--- src/rtl/uart_rxb_pkg.sv ---
package uart_rxb_pkg;
    localparam int CHAR_W  = 8;
    localparam int ERR_W   = 4;
    localparam int ENTRY_W = CHAR_W + ERR_W;
    localparam int OVR_BIT = 11;
    localparam int RX_TRIG = 1;
    typedef logic [ENTRY_W-1:0] rx_entry_t;
endpackage

--- src/rtl/rxb_store.sv ---
module rxb_store
    import uart_rxb_pkg::*;
#(
    parameter int DEPTH = 16,
    localparam int PTR_W = $clog2(DEPTH)
) (
    input  logic             clk,
    input  logic             rst_n,
    input  logic             wr_en,
    input  logic [PTR_W-1:0] wr_idx,
    input  rx_entry_t        wr_data,
    input  logic [PTR_W-1:0] rd_idx,
    output rx_entry_t        rd_data
);
    rx_entry_t slot_q [DEPTH];

    for (genvar g = 0; g < DEPTH; g++) begin : g_slot
        rx_entry_t slot_d;
        always_comb begin
            slot_d = slot_q[g];
            if (wr_en && wr_idx == PTR_W'(g)) slot_d = wr_data;
        end
        always_ff @(posedge clk) begin
            if (!rst_n) slot_q[g] <= '0;
            else        slot_q[g] <= slot_d;
        end
    end

    assign rd_data = slot_q[rd_idx];
endmodule

--- src/rtl/rxb_ctrl.sv ---
module rxb_ctrl
    import uart_rxb_pkg::*;
#(
    parameter int DEPTH = 16,
    localparam int PTR_W = $clog2(DEPTH),
    localparam int CNT_W = PTR_W + 1
) (
    input  logic             clk,
    input  logic             rst_n,
    input  logic             fifo_en,
    input  logic             push_valid,
    input  rx_entry_t        push_data,
    input  logic             pop,
    output logic             wr_en,
    output logic [PTR_W-1:0] wr_idx,
    output rx_entry_t        wr_data,
    output logic [PTR_W-1:0] rd_idx,
    output logic             pop_take,
    output logic             rx_empty,
    output logic             rx_full,
    output logic             rx_irq,
    output logic [CNT_W-1:0] free_space
);
    typedef struct packed {
        logic [PTR_W-1:0] head;
        logic [CNT_W-1:0] cnt;
        logic             empty;
        logic             full;
        logic             irq;
        logic             ovr;
        logic             fen;
    } ctrl_t;

    ctrl_t st_d, st_q;
    logic [PTR_W-1:0] mask_w;
    logic [CNT_W-1:0] depth_w;

    always_comb begin
        mask_w   = st_q.fen ? PTR_W'(DEPTH - 1) : '0;
        depth_w  = st_q.fen ? CNT_W'(DEPTH) : CNT_W'(1);
        st_d     = st_q;
        wr_en    = 1'b0;
        wr_idx   = '0;
        wr_data  = push_data;
        pop_take = 1'b0;
        if (fifo_en != st_q.fen) begin
            st_d.fen   = fifo_en;
            st_d.head  = '0;
            st_d.cnt   = '0;
            st_d.empty = 1'b1;
            st_d.full  = 1'b0;
            st_d.ovr   = 1'b0;
        end else begin
            if (pop) begin
                pop_take  = 1'b1;
                st_d.full = 1'b0;
                if (st_q.cnt != '0) begin
                    st_d.cnt  = st_q.cnt - 1'b1;
                    st_d.head = (st_q.head + 1'b1) & mask_w;
                end
                if (st_d.cnt == '0) begin
                    st_d.empty = 1'b1;
                    st_d.irq   = 1'b0;
                end
            end
            if (push_valid) begin
                if (st_d.cnt == depth_w) begin
                    st_d.ovr = 1'b1;
                end else begin
                    wr_en  = 1'b1;
                    wr_idx = (st_d.head + st_d.cnt[PTR_W-1:0]) & mask_w;
                    if (st_q.ovr) wr_data[OVR_BIT] = 1'b1;
                    st_d.ovr   = 1'b0;
                    st_d.cnt   = st_d.cnt + 1'b1;
                    st_d.empty = 1'b0;
                    if (st_d.cnt == depth_w)        st_d.full = 1'b1;
                    if (st_d.cnt == CNT_W'(RX_TRIG)) st_d.irq  = 1'b1;
                end
            end
        end
    end

    always_ff @(posedge clk) begin
        if (!rst_n) begin
            st_q       <= '0;
            st_q.empty <= 1'b1;
        end else begin
            st_q <= st_d;
        end
    end

    assign rd_idx     = st_q.head;
    assign rx_empty   = st_q.empty;
    assign rx_full    = st_q.full;
    assign rx_irq     = st_q.irq;
    assign free_space = depth_w - st_q.cnt;

    a_r1_bounded: assert property (@(posedge clk) disable iff (!rst_n)
        st_q.cnt <= depth_w);
    a_r2_empty_tracks: assert property (@(posedge clk) disable iff (!rst_n)
        st_q.empty == (st_q.cnt == '0));
    a_r3_full_tracks: assert property (@(posedge clk) disable iff (!rst_n)
        st_q.full == (st_q.cnt == depth_w));
    a_r5_irq_rise: assert property (@(posedge clk) disable iff (!rst_n)
        (push_valid && !pop && st_q.cnt == '0 && fifo_en == st_q.fen) |=> rx_irq);
    a_r6_mode_flush: assert property (@(posedge clk) disable iff (!rst_n)
        (fifo_en != st_q.fen) |=> (rx_empty && !rx_full && $stable(rx_irq)));
    a_r10_drop: assert property (@(posedge clk) disable iff (!rst_n)
        (push_valid && !pop && rx_full && fifo_en == st_q.fen) |=> rx_full);
endmodule

--- src/rtl/rxb_errstat.sv ---
module rxb_errstat
    import uart_rxb_pkg::*;
(
    input  logic             clk,
    input  logic             rst_n,
    input  logic             capture,
    input  logic [ERR_W-1:0] err_in,
    input  logic             clear,
    output logic [ERR_W-1:0] status
);
    logic [ERR_W-1:0] stat_d, stat_q;

    always_comb begin
        stat_d = stat_q;
        if (capture) stat_d = err_in;
        if (clear)   stat_d = '0;
    end

    always_ff @(posedge clk) begin
        if (!rst_n) stat_q <= '0;
        else        stat_q <= stat_d;
    end

    assign status = stat_q;

    a_r7_clear_wins: assert property (@(posedge clk) disable iff (!rst_n)
        clear |=> (status == '0));
    a_r7_capture: assert property (@(posedge clk) disable iff (!rst_n)
        (capture && !clear) |=> (status == $past(err_in)));
endmodule

--- src/rtl/uart_rx_buffer.sv ---
module uart_rx_buffer
    import uart_rxb_pkg::*;
#(
    parameter int DEPTH = 16,
    localparam int PTR_W = $clog2(DEPTH),
    localparam int CNT_W = PTR_W + 1
) (
    input  logic               clk,
    input  logic               rst_n,
    input  logic               fifo_en,
    input  logic               push_valid,
    input  logic [ENTRY_W-1:0] push_data,
    input  logic               pop,
    input  logic               status_clear,
    output logic [ENTRY_W-1:0] pop_data,
    output logic [ERR_W-1:0]   rx_status,
    output logic               rx_empty,
    output logic               rx_full,
    output logic               rx_irq,
    output logic [CNT_W-1:0]   free_space
);
    logic             wr_en_w;
    logic [PTR_W-1:0] wr_idx_w;
    rx_entry_t        wr_data_w;
    logic [PTR_W-1:0] rd_idx_w;
    logic             pop_take_w;
    rx_entry_t        head_w;

    rxb_ctrl #(.DEPTH(DEPTH)) u_ctrl (
        .clk        (clk),
        .rst_n      (rst_n),
        .fifo_en    (fifo_en),
        .push_valid (push_valid),
        .push_data  (push_data),
        .pop        (pop),
        .wr_en      (wr_en_w),
        .wr_idx     (wr_idx_w),
        .wr_data    (wr_data_w),
        .rd_idx     (rd_idx_w),
        .pop_take   (pop_take_w),
        .rx_empty   (rx_empty),
        .rx_full    (rx_full),
        .rx_irq     (rx_irq),
        .free_space (free_space)
    );

    rxb_store #(.DEPTH(DEPTH)) u_store (
        .clk     (clk),
        .rst_n   (rst_n),
        .wr_en   (wr_en_w),
        .wr_idx  (wr_idx_w),
        .wr_data (wr_data_w),
        .rd_idx  (rd_idx_w),
        .rd_data (head_w)
    );

    rxb_errstat u_stat (
        .clk     (clk),
        .rst_n   (rst_n),
        .capture (pop_take_w),
        .err_in  (head_w[ENTRY_W-1:CHAR_W]),
        .clear   (status_clear),
        .status  (rx_status)
    );

    assign pop_data = head_w;

    a_r9_empty_pop_holds: assert property (@(posedge clk) disable iff (!rst_n)
        (pop && !push_valid && rx_empty && $stable(fifo_en)) |=> $stable(pop_data));
endmodule

--- config.mk ---
export PLATFORM = sky130hd
export DESIGN_NAME = uart_rx_buffer
export DESIGN_NICKNAME = d
export VERILOG_FILES = /design/src/rtl/uart_rxb_pkg.sv /design/src/rtl/rxb_store.sv /design/src/rtl/rxb_ctrl.sv /design/src/rtl/rxb_errstat.sv /design/src/rtl/uart_rx_buffer.sv
export SDC_FILE = /design/constraint.sdc
export NUM_CORES = 1
export LEC_CHECK = 0
export ABC_AREA = 0
export BUFFER_PORTS_ARGS = -buffer_cell sky130_fd_sc_hd__buf_4
export CORE_MARGIN = 2
export CORE_UTILIZATION = 65
export DETAILED_ROUTE_END_ITERATION = 7
export GPL_TIMING_DRIVEN = 0
export PLACE_DENSITY_LB_ADDON = 0.25
export SKIP_LAST_GASP = 1
export SYNTH_ARGS = -nofsm -noshare
export SYNTH_HDL_FRONTEND = slang
export SYNTH_SLANG_ARGS = --single-unit
export TNS_END_PERCENT = 100
--- constraint.sdc ---
create_clock -name clk -period 9.81 [get_ports clk]
set_clock_uncertainty 0.1 [all_clocks]
set_input_delay 1.962 -clock clk [delete_from_list [all_inputs] [get_ports clk]]
set_output_delay 1.962 -clock clk [all_outputs]
set_load 0.03 [all_outputs]
==> results.cfg <==
[worst_hold_path]
min_from = u_ctrl.rx_irq
hold_end = u_ctrl.rx_irq
hp-class = register to register
holdPathStages = 2

[clocking]
cts_tree = done
clk_pin_slew_ns = 0.06
cts_sinks = 210
htreeDepth = 1
cts_buffer_depth = 3
clockRootBuffer = clkbuf_16
cts_setup_buffers = 0
clk_latency_ns = 0.53
hold_buffers = 0
cts-buffers-inserted = 22
post_cts_resize_count = 0

[yosys]
synth_nets = 786
synth-seq-cells = 210
synth_edf_count = 192
synth_top_flop_cell = edfxtp_1
synth_seq_area_share_pct = 60.0
avgSynthCellArea_um2 = 13.5
synth-async-reset-ratio_pct = 0
synth_cell_types = 58
netlist_area_um2 = 10200
yosys_warnings = 0
syn_inst = 758

[place]
portBuffers = 40
dpl.hpwl_um = 21100
dp.cells = 1021
gp_congestion = 0.957

[grt]
grt_max_degree = 14
grt_pass1_wl_um = 45400
grt_pass1_vias = 7443
gr-total-overflow = 0
grt_use_total_pct = 37.9
antenna_found_initial = 0

[route]
drtPass1Iterations = 6
vias_per_cell = 7.40
postRouteAntennaNets = 0
drtIter0Drc = 1518
drcViolationCount = 0
totalWireLength_um = 30800
wl_per_cell_um = 29.0
num_vias = 7851

[critical_path]
endpoint_kind = primary output
r2r_end = u_store.slot_q[3][11]
critical-path-max-stage-delay_ns = 0.84
crit_fanout = 10
crit_chain = clkbuf_1, buf_1, buf_1, mux4_2, mux4_2, buf_4
worstSetupPathType = register to primary output
cp.arrival_ns = 4.26
cp_num_buf_inv = 4
cpMaxStageDelayCell = buf_1
r2r_slack_ns = 3.96
path_delay_family = buffers and inverters
r2r-start = u_ctrl.rd_idx[0]
required_ns = 7.75
rr_worst_depth = 14
start_kind = register

[pwr]
p_leak_nw = 3.75
power.switching_mw = 0.570
seqPwrFrac_pct = 48.6
powerDensity_nw_per_um2 = 182
combPwrFrac_pct = 13.5
intPower_mw = 1.54
switching_share_pct = 27.1
ir_drop_uv = 191
p_total_mw = 2.11
p_clk_share_pct = 37.9

[timing]
clock.fmax_mhz = 158
slew_headroom_pct = 6.82
setup_tns_ns = 0
rsz0062_at_grt = false
worst_pin_slew_ns = 1.39
min_period_over_period_pct = 64.4
finalMaxSlewViolations = 0
finalCriticalPeriod_ns = 6.32
finalSetupViolations = 0
hold_viol = 0

[finish]
area_growth_pct = 13.4
regArea_um2 = 6130
layout-drive-gt1-share_pct = 22.1
fin_cells = 1061
nFillCells = 915
multiInputGateArea_um2 = 3700
fin_nets = 862
antennaDiodeCount = 0
final_util_pct = 75.9

[die]
die_area_um2 = 16700
core_area_um2 = 15300
io_pins = 42
die_x_um = 129
die_h_um = 129
std_cell_rows = 45
start_util_pct = 66.9

[flow_run]
max_cap_violations = 0

[run_status]
status = completed
-- synth_stat cells (8+ instances only) --
master	number	area, um2
nand2_1	31	116
a21oi_1	16	80.1
nor4_2	11	138
nor3_1	170	851
nor2_1	16	60.1
o21ai_0	10	50.1
dfxtp_1	18	360
edfxtp_1	192	5770
a211oi_1	18	135
ha_1	9	113
nor4_1	8	50.1
inv_1	17	63.8
nand3_1	18	90.1
mux4_2	56	1260
clkbuf_1	40	150
buf_2	24	120
-- cell families after synthesis --
kind of cell	after synthesis	synth area share, %
flip-flops	210	60.0
AO/OA/AOI/OAI	78	5.32
AND/OR/NAND/NOR	289	15.3
multiplexers	62	12.9
adder cells (fa/ha/maj)	10	1.30
XOR/XNOR	11	0.944
buffers and inverters	98	4.15
-- final cells by class --
class	instances	share of cell area [%]
buffer	75	2.92
clock buffer	30	5.01
clock inverter	10	0.756
inverter	23	0.745
multi-input combinational	450	31.9
sequential	210	52.9
tap	211	2.28
timing repair buffer	52	3.47
-- registers in the layout (all words and copies together), names as in the netlist --
name             cells
u_ctrl.rx_empty      1
u_stat.status        4
u_ctrl.st_q          7
u_ctrl.rx_full       1
u_store.slot_q     192
u_ctrl.rd_idx        4
u_ctrl.rx_irq        1
-- power groups by stage --
stage	clock network, mW	registers [mW]	logic (mW)
floorplan	0	1.04	0.171
global placement	0	1.04	0.259
detailed placement	0	1.04	0.273
CTS	0.791	1.02	0.276
global route	0.822	1.03	0.297
finish	0.797	1.02	0.285
-- per-stage QoR --
stage	hold slack [ns]	area (um2)	worst slack, ns
2_1_floorplan	0.382	10200	3.74
3_3_place_gp	0.348	10800	2.38
3_5_place_dp	0.358	10900	3.35
4_1_cts	0.365	11600	3.49
5_1_grt	0.384	11600	3.31
6_report	0.361	11600	3.49
-- tightest hold or removal path, stage by stage (launching register included) --
cell and delay, ns:
dfxtp_1 0.31, nand2_1 0.05, a21oi_1 0.05
-- layout by cell type, fill, tap and decap left out, types with 17 or more instances in the layout --
cell type	instances
buf_2	24
edfxtp_1	192
a211oi_1	18
clkbuf_16	22
nand3_1	18
clkbuf_1	48
dfxtp_1	18
inv_1	17
nor3_1	170
buf_4	50
mux4_2	56
nand2_1	31
-- routing by layer --
layer | up-vias | part of all wire, % | global-route usage (%) | wire length, um
li1 | 3137 | - | - | -
met1 | 3822 | 33 | 50.4 | 10300
met2 | 750 | 47 | 58.9 | 14300
met3 | 142 | 14 | 10.8 | 4440
met4 | 0 | 5.7 | 17.6 | 1740
met5 | - | 0 | 0 | 0
-- how the worst max path moves through the flow --
stage | start | endpoint | slack [ns] | cells after the start
after detailed placement | pop | u_store.slot_q[3][3] | 3.35 | 14
after global routing | u_ctrl.rd_idx[0] | pop_data[5] | 3.31 | 6
after floorplan | pop | u_store.slot_q[6][0] | 3.74 | 12
after CTS | u_ctrl.rd_idx[0] | pop_data[4] | 3.49 | 6
final | u_ctrl.rd_idx[0] | pop_data[4] | 3.49 | 6
after global placement | pop | u_store.slot_q[6][3] | 2.38 | 13
Note: power is estimated with default switching activity, not from simulation.
